<file path="src/rtl/fli_pkg.sv">
package fli_pkg;
  localparam int unsigned STORE_BYTES = 16;
  localparam int unsigned WORD_W      = 32;
  localparam int unsigned LVL_W       = $clog2(STORE_BYTES + 1);

  typedef enum logic [1:0] {
    RXI_EMPTY = 2'd0,
    RXI_ANY   = 2'd1,
    RXI_HALF  = 2'd2,
    RXI_FULL  = 2'd3
  } rx_mode_e;

  typedef enum logic [1:0] {
    TXI_IDLE  = 2'd0,
    TXI_EMPTY = 2'd1,
    TXI_HALF  = 2'd2,
    TXI_ROOM  = 2'd3
  } tx_mode_e;

  // status bit positions (software decodes these)
  localparam int unsigned ST_RX_EMPTY = 5;
  localparam int unsigned ST_OVF      = 6;
  localparam int unsigned ST_UDR      = 8;
  localparam int unsigned ST_FRM      = 12;
  localparam int unsigned ST_TXL_LO   = 16;
  localparam int unsigned ST_RXL_LO   = 24;

  // error index order shared by enables, clears and flags
  localparam int unsigned E_UDR = 0;
  localparam int unsigned E_OVF = 1;
  localparam int unsigned E_FRM = 2;
  localparam int unsigned N_ERR = 3;

  function automatic logic [LVL_W-1:0] words_for(input logic [1:0] wsize);
    int unsigned bpw;
    case (wsize)
      2'd0:    bpw = 1;
      2'd1:    bpw = 2;
      default: bpw = 4;
    endcase
    return LVL_W'((STORE_BYTES + bpw - 1) / bpw);
  endfunction
endpackage

</file>
<file path="src/rtl/fli_fifo.sv">
module fli_fifo #(
  parameter int unsigned DW    = 32,
  parameter int unsigned DEPTH = 16,
  localparam int unsigned AW   = $clog2(DEPTH),
  localparam int unsigned LW   = $clog2(DEPTH + 1)
) (
  input  logic          clk,
  input  logic          rst_n,
  input  logic          flush,
  input  logic [LW-1:0] cap,
  input  logic          push,
  input  logic [DW-1:0] push_data,
  input  logic          pop,
  output logic [DW-1:0] pop_data,
  output logic          push_ok,
  output logic          empty,
  output logic [LW-1:0] level
);
  logic [DW-1:0] mem [DEPTH];
  logic [AW-1:0] wptr, rptr;
  logic          pop_ok, at_cap;

  assign empty    = (level == '0);
  assign at_cap   = (level >= cap);
  assign pop_ok   = pop && !empty;
  assign push_ok  = push && (!at_cap || pop_ok);
  assign pop_data = mem[rptr];

  always_ff @(posedge clk) begin
    if (push_ok) mem[wptr] <= push_data;
  end

  always_ff @(posedge clk or negedge rst_n) begin
    if (!rst_n) begin
      wptr  <= '0;
      rptr  <= '0;
      level <= '0;
    end else if (flush) begin
      wptr  <= '0;
      rptr  <= '0;
      level <= '0;
    end else begin
      if (push_ok) wptr <= wptr + 1'b1;
      if (pop_ok)  rptr <= rptr + 1'b1;
      case ({push_ok, pop_ok})
        2'b10:   level <= level + 1'b1;
        2'b01:   level <= level - 1'b1;
        default: level <= level;
      endcase
    end
  end

  AST_LEVEL_BOUND: assert property (@(posedge clk) disable iff (!rst_n)
    !flush |-> level <= cap) else $error("level above capacity");

  AST_NO_OVERFLOW: assert property (@(posedge clk) disable iff (!rst_n)
    (!flush && at_cap && push && !pop) |=> level == $past(level))
    else $error("push into full queue changed level");
endmodule

</file>
<file path="src/rtl/fli_thresh.sv">
module fli_thresh
  import fli_pkg::*;
(
  input  logic             enable,
  input  logic [LVL_W-1:0] cap,
  input  logic [LVL_W-1:0] tx_level,
  input  logic [LVL_W-1:0] rx_level,
  input  logic [1:0]       rx_mode,
  input  logic [1:0]       tx_mode,
  input  logic             eng_busy,
  output logic             irq_tx,
  output logic             irq_rx
);
  logic [LVL_W-1:0] half, tx_free;
  logic             rx_hit, tx_hit;

  assign half    = cap >> 1;
  assign tx_free = cap - tx_level;

  always_comb begin
    case (rx_mode_e'(rx_mode))
      RXI_EMPTY: rx_hit = (rx_level == '0);
      RXI_ANY:   rx_hit = (rx_level != '0);
      RXI_HALF:  rx_hit = (rx_level >= half);
      default:   rx_hit = (rx_level == cap);
    endcase
    case (tx_mode_e'(tx_mode))
      TXI_IDLE:  tx_hit = (tx_level == '0) && !eng_busy;
      TXI_EMPTY: tx_hit = (tx_level == '0);
      TXI_HALF:  tx_hit = (tx_free >= half);
      default:   tx_hit = (tx_free != '0);
    endcase
  end

  assign irq_rx = enable && rx_hit;
  assign irq_tx = enable && tx_hit;
endmodule

</file>
<file path="src/rtl/fli_err.sv">
module fli_err
  import fli_pkg::*;
(
  input  logic             clk,
  input  logic             rst_n,
  input  logic [N_ERR-1:0] set,
  input  logic [N_ERR-1:0] clr,
  input  logic [N_ERR-1:0] en,
  output logic [N_ERR-1:0] flags,
  output logic             irq_fault
);
  for (genvar i = 0; i < N_ERR; i++) begin : g_flag
    always_ff @(posedge clk or negedge rst_n) begin
      if (!rst_n)      flags[i] <= 1'b0;
      else if (set[i]) flags[i] <= 1'b1;
      else if (clr[i]) flags[i] <= 1'b0;
    end

    AST_FLAG_STICKY: assert property (@(posedge clk) disable iff (!rst_n)
      (flags[i] && !clr[i]) |=> flags[i]) else $error("flag lost");
  end

  assign irq_fault = |(flags & en);
endmodule

</file>
<file path="src/rtl/spi_fifo_irq.sv">
module spi_fifo_irq
  import fli_pkg::*;
(
  input  logic        clk,
  input  logic        rst_n,
  input  logic        cfg_enable,
  input  logic [1:0]  cfg_wsize,
  input  logic [1:0]  cfg_rx_mode,
  input  logic [1:0]  cfg_tx_mode,
  input  logic        cfg_framed,
  input  logic [2:0]  cfg_fault_en,
  input  logic [2:0]  err_clr,
  input  logic        tx_in_valid,
  output logic        tx_in_ready,
  input  logic [31:0] tx_in_data,
  output logic        tx_out_valid,
  input  logic        tx_out_ready,
  output logic [31:0] tx_out_data,
  input  logic        rx_in_valid,
  input  logic [31:0] rx_in_data,
  output logic        rx_out_valid,
  input  logic        rx_out_ready,
  output logic [31:0] rx_out_data,
  input  logic        eng_busy,
  input  logic        eng_frame_err,
  output logic [31:0] status,
  output logic        irq_tx,
  output logic        irq_rx,
  output logic        irq_fault
);
  logic [LVL_W-1:0] cap, tx_level, rx_level;
  logic             flush, tx_empty, rx_empty;
  logic             tx_push_ok, rx_push_ok;
  logic [N_ERR-1:0] err_set, err_flags;

  assign cap   = words_for(cfg_wsize);
  assign flush = !cfg_enable;

  assign tx_in_ready  = cfg_enable && (tx_level < cap);
  assign tx_out_valid = cfg_enable && !tx_empty;
  assign rx_out_valid = cfg_enable && !rx_empty;

  fli_fifo #(.DW(WORD_W), .DEPTH(STORE_BYTES)) u_txq (
    .clk(clk), .rst_n(rst_n), .flush(flush), .cap(cap),
    .push(tx_in_valid && tx_in_ready), .push_data(tx_in_data),
    .pop(tx_out_valid && tx_out_ready), .pop_data(tx_out_data),
    .push_ok(tx_push_ok), .empty(tx_empty), .level(tx_level)
  );

  fli_fifo #(.DW(WORD_W), .DEPTH(STORE_BYTES)) u_rxq (
    .clk(clk), .rst_n(rst_n), .flush(flush), .cap(cap),
    .push(cfg_enable && rx_in_valid), .push_data(rx_in_data),
    .pop(rx_out_valid && rx_out_ready), .pop_data(rx_out_data),
    .push_ok(rx_push_ok), .empty(rx_empty), .level(rx_level)
  );

  assign err_set[E_UDR] = cfg_enable && cfg_framed && tx_out_ready && tx_empty;
  assign err_set[E_OVF] = cfg_enable && rx_in_valid && !rx_push_ok;
  assign err_set[E_FRM] = cfg_enable && eng_frame_err;

  fli_err u_err (
    .clk(clk), .rst_n(rst_n), .set(err_set), .clr(err_clr),
    .en(cfg_fault_en), .flags(err_flags), .irq_fault(irq_fault)
  );

  fli_thresh u_thr (
    .enable(cfg_enable), .cap(cap), .tx_level(tx_level), .rx_level(rx_level),
    .rx_mode(cfg_rx_mode), .tx_mode(cfg_tx_mode), .eng_busy(eng_busy),
    .irq_tx(irq_tx), .irq_rx(irq_rx)
  );

  always_comb begin
    status = '0;
    status[ST_RX_EMPTY]            = rx_empty;
    status[ST_OVF]                 = err_flags[E_OVF];
    status[ST_UDR]                 = err_flags[E_UDR];
    status[ST_FRM]                 = err_flags[E_FRM];
    status[ST_TXL_LO +: LVL_W]     = tx_level;
    status[ST_RXL_LO +: LVL_W]     = rx_level;
  end

  AST_TX_READY_CAP: assert property (@(posedge clk) disable iff (!rst_n)
    tx_in_ready |-> (tx_push_ok == tx_in_valid)) else $error("ready push refused");

  AST_WSIZE_HOLD: assert property (@(posedge clk) disable iff (!rst_n)
    (cfg_enable && $past(cfg_enable)) |-> $stable(cfg_wsize))
    else $error("word size changed while enabled");

  AST_DISABLED_QUIET: assert property (@(posedge clk) disable iff (!rst_n)
    !cfg_enable |-> !(irq_tx || irq_rx || tx_in_ready || tx_out_valid || rx_out_valid))
    else $error("activity while disabled");

  AST_FLUSH: assert property (@(posedge clk) disable iff (!rst_n)
    $fell(cfg_enable) |=> (tx_level == '0 && rx_level == '0))
    else $error("queues not flushed");

  AST_UDR_FRAMED: assert property (@(posedge clk) disable iff (!rst_n)
    $rose(err_flags[E_UDR]) |-> $past(cfg_framed))
    else $error("underrun outside framed mode");
endmodule

</file>
<file path="config.mk">
export PLATFORM = sky130hd
export DESIGN_NAME = spi_fifo_irq
export DESIGN_NICKNAME = d
export VERILOG_FILES = /design/src/rtl/fli_pkg.sv /design/src/rtl/fli_fifo.sv /design/src/rtl/fli_thresh.sv /design/src/rtl/fli_err.sv /design/src/rtl/spi_fifo_irq.sv
export SDC_FILE = /design/constraint.sdc
export NUM_CORES = 1
export LEC_CHECK = 0
export BUFFER_PORTS_ARGS = -buffer_cell sky130_fd_sc_hd__buf_4
export CAP_MARGIN = 0
export CORE_ASPECT_RATIO = 0.7
export CORE_MARGIN = 2
export CORE_UTILIZATION = 40
export CTS_CLUSTER_DIAMETER = 30
export DETAILED_ROUTE_END_ITERATION = 6
export SYNTH_ARGS = -nofsm -noshare
export SYNTH_HDL_FRONTEND = slang
export SYNTH_HIERARCHICAL = 1
export SYNTH_SLANG_ARGS = --single-unit
export TNS_END_PERCENT = 30
</file>
<file path="constraint.sdc">
create_clock -name clk -period 7.5 [get_ports clk]
set_clock_uncertainty 0.2 [all_clocks]
set_input_delay 0.375 -clock clk [delete_from_list [all_inputs] [get_ports clk]]
set_output_delay 0.375 -clock clk [all_outputs]
set_load 0.005 [all_outputs]
</file>
==> parameters.txt <==
Parameter                              Value

Synthesis
  Synth Area per Inst ... 22.79 um^2
  Fraction of registers with async set or reset after synthesis ... 2.754%
  Number of synthesized flops with an enable pin ... 1024
  Cell types occupying the most area after synthesis ... edfxtp_1 (74%), mux4_2 (17%), dfrtp_1 (1.7%)
  Warnings from Yosys ... 6
  Area share of the leading cell type in the synthesized netlist ... 74.03%
  Portion of the post-synthesis area used by sequential elements ... 75.77%
  Number of distinct standard cells referenced by the synthesized netlist ... 52
  Dominant cell type by area after synthesis ... edfxtp_1
  Most common flop cell mapped by yosys ... edfxtp_1
  Synthesized flop and latch total ... 1053
  Gate Count Post-Synth ... 1823
  Cell area after technology mapping ... 41540 um^2

Worst setup path
  Capturing element type of the critical path ... flip-flop
  CP arrival ... 5.00 ns
  Crit Path Max Fanout ... 18
  Nature of the critical path startpoint ... input pin
  Kind of critical path ... input pin to flip-flop
  Required @ worst endpoint ... 7.70 ns

Final layout
  Post-route non-filler standard cell count ... 3661
  Area growth from synthesis to final layout ... 22.64%
  Post-layout nets ... 2311
  Diode count ... 0
  Most frequent cells in the layout ... edfxtp_1 (1024), mux4_2 (320), buf_4 (208)
  Commonest non-fill, non-tap cell in the layout ... edfxtp_1
  Share of final-layout standard cells stronger than drive strength 1 ... 37.69%

GRT
  Largest net degree at the start of global routing ... 112
  Number of global-route vias before repair ... 20584
  First-pass GRT wire length ... 137300 um
  Total grt overflow ... 0
  Initial antenna violation count ... 2
  GRT Total Usage ... 17.57%

Placement
  Weighted congestion at the end of routability-driven global placement ... 0.7685
  Setup slack after placement ... 2.025 ns
  Port buffer count ... 169
  Placed wire-length estimate after detailed placement ... 53270 um
  Cell count after placement ... 3295

Drt
  Number of detailed-routing iterations run before antenna repair ... 5
  Via/cell ratio ... 5.438
  DRC violation count after routing ... 0
  Final wirelength ... 92070 um
  Avg WL per Cell ... 25.15 um
  Routed Antenna Nets ... 0
  Number of vias after detailed routing ... 19909
  Drt first-iter violations ... 1756

STA
  Final clock period utilization by the worst path ... 64.03%
  Hold violation count in the final report ... 0
  Final Slew Violations ... 0
  Final setup viols ... 0
  Max_slew headroom ... 12.06%
  Worst Max-Slew Pin Slew ... 1.316 ns
  Final worst slack ... 2.698 ns
  Setup repair after global routing missed its margin ... no
  Setup_tns ... 0 ns
  Final period demand of the worst path ... 4.802 ns
  Fmax ... 0.2082 GHz
  Worst hold-check slack ... 0.06334 ns

Clock network
  Clock buffers created by TritonCTS ... 157
  Count of H-tree levels built during CTS ... 4
  Cell chosen for the clock root ... clkbuf_16
  Maximum buffer depth of the clock tree ... 3
  Clock slew seen by the registers of the worst setup and hold paths ... 0.05 ns
  Clock tree from TritonCTS ... built
  Clock latency of the later-clocked register in the worst-skew pair ... 0.77 ns
  Post-CTS setup buffer count ... 0
  TritonCTS Sinks ... 1053

Die
  Die Ht ... 273.6 um
  Die Span X ... 389.2 um
  Num rows ... 98
  Die Area ... 106500 um^2
  Count of boundary I/O pins ... 188
  Initial Utilization ... 40.52%
  Core Footprint ... 102500 um^2

Power
  Areal power density over the cells ... 288.1 nW/um^2
  Final Total Pwr ... 14.68 mW
  Maximum resistive drop on vdd ... 187.9 uV
  LEAKAGE ... 16.39 nW

Job
  Count of maximum capacitance violations ... 0

Outcome
  Run status ... finished clean

Worst hold path
  Kind of path behind the tightest hold check ... input pin to flip-flop
[timing repair]
action	4_1_cts	5_1_grt
hold buffers	72	0
resized for setup	0	0
hold endpoints to repair	1056	0
[report_power, final]
part / internal [mW] / total (mW) / switching, mW
clock network: 4.52 / 7.47 / 2.95
logic: 0.311 / 0.660 / 0.350
registers: 6.51 / 6.55 / 0.0369
[synth_stat cells, drive strengths merged, types with 11 or more instances]
| library cell | n |
|---|---|
| nand2 | 21 |
| nor2 | 57 |
| clkbuf | 50 |
| xor2 | 12 |
| ha | 46 |
| a21oi | 21 |
| inv | 43 |
| edfxtp | 1024 |
| nor3 | 11 |
| dfrtp | 29 |
| nand2b | 12 |
| buf | 55 |
| mux4 | 320 |
[registers in the layout, summed over array words and instances (netlist names)]
name and flops:
u_rxq/wptr 4, u_rxq/mem 512, u_err/flags 3, u_txq/wptr 4, u_rxq/rptr 4, u_txq/level 5
u_txq/rptr 4, u_rxq/level 5, u_txq/mem 512
[path summary, 6_finish.rpt]
path	startpoint	end	slack [ns]	depth (start not counted)
max in group asynchronous	rst_n	u_txq/rptr[0]$_DFFE_PN0P_	6.37	4
worst max-delay path	cfg_wsize[1]	u_rxq/mem[11][21]$_DFFE_PP_	2.70	14
worst min-delay path	tx_in_valid	u_txq/wptr[1]$_DFFE_PN0P_	0.06	5
worst min register to register	u_err/flags[1]$_DFFE_PN0P_	u_err/flags[1]$_DFFE_PN0P_	0.35	1
worst max register to register	u_txq/level[4]$_DFFE_PN0P_	u_txq/mem[15][9]$_DFFE_PP_	3.12	7
min in group asynchronous	rst_n	u_rxq/wptr[2]$_DFFE_PN0P_	0.47	4
[critical path, stage by stage]
cell	delay (ns)
buf_4	0.12
or2_2	0.32
inv_1	0.10
ha_1	0.38
inv_1	0.14
a31o_1	0.25
or2_1	0.29
ha_1	0.33
nor2b_1	0.12
o21ai_0	0.13
a21oi_1	0.82
o211ai_1	0.52
nor2_4	0.62
buf_4	0.46
[logic make-up (layout without fill, tap and decap cells)]
| group | after synthesis | in the layout | share of synthesized area [%] |
|---|---|---|---|
| multiplexers | 334 | 334 | 17.74 |
| adder cells (fa/ha/maj) | 49 | 49 | 1.530 |
| buffers and inverters | 148 | 619 | 1.569 |
| AO/OA/AOI/OAI | 76 | 76 | 1.292 |
| XOR/XNOR | 17 | 17 | 0.3584 |
| flip-flops | 1053 | 1053 | 75.77 |
| other | 1 | 18 | 0.009028 |
| AND/OR/NAND/NOR | 145 | 145 | 1.732 |
[per-stage QoR]
stage | instance area [um^2] | util, %
after floorplan | 41600 | -
after global placement | 44640 | 43.55
after detailed placement | 44640 | 43.55
after CTS | 50940 | 49.70
after global routing | 50940 | 49.70
final | 50940 | 49.70
[layout make-up]
type                            instances  area (um^2)
Clock buffer                          165         3959
Sequential cell                      1053        31500
Inverter                               43        161.4
Multi-Input combinational cell        639         9696
Clock inverter                        129         1610
Tap cell                             1350         1689
Fill cell                            8128        51570
Timing Repair Buffer                  282         2332
[metal layers]
layer	share of wire [%]	track usage (%)	vias up	routed length [um]
met5	0.023	0	-	21
met4	2.0	5.386	4	1808
met3	5.7	4.051	150	5251
met2	45	25.72	582	41860
met1	47	26.28	10742	43140
li1	-	-	8431	-
Note: power is estimated with default switching activity, not from simulation.
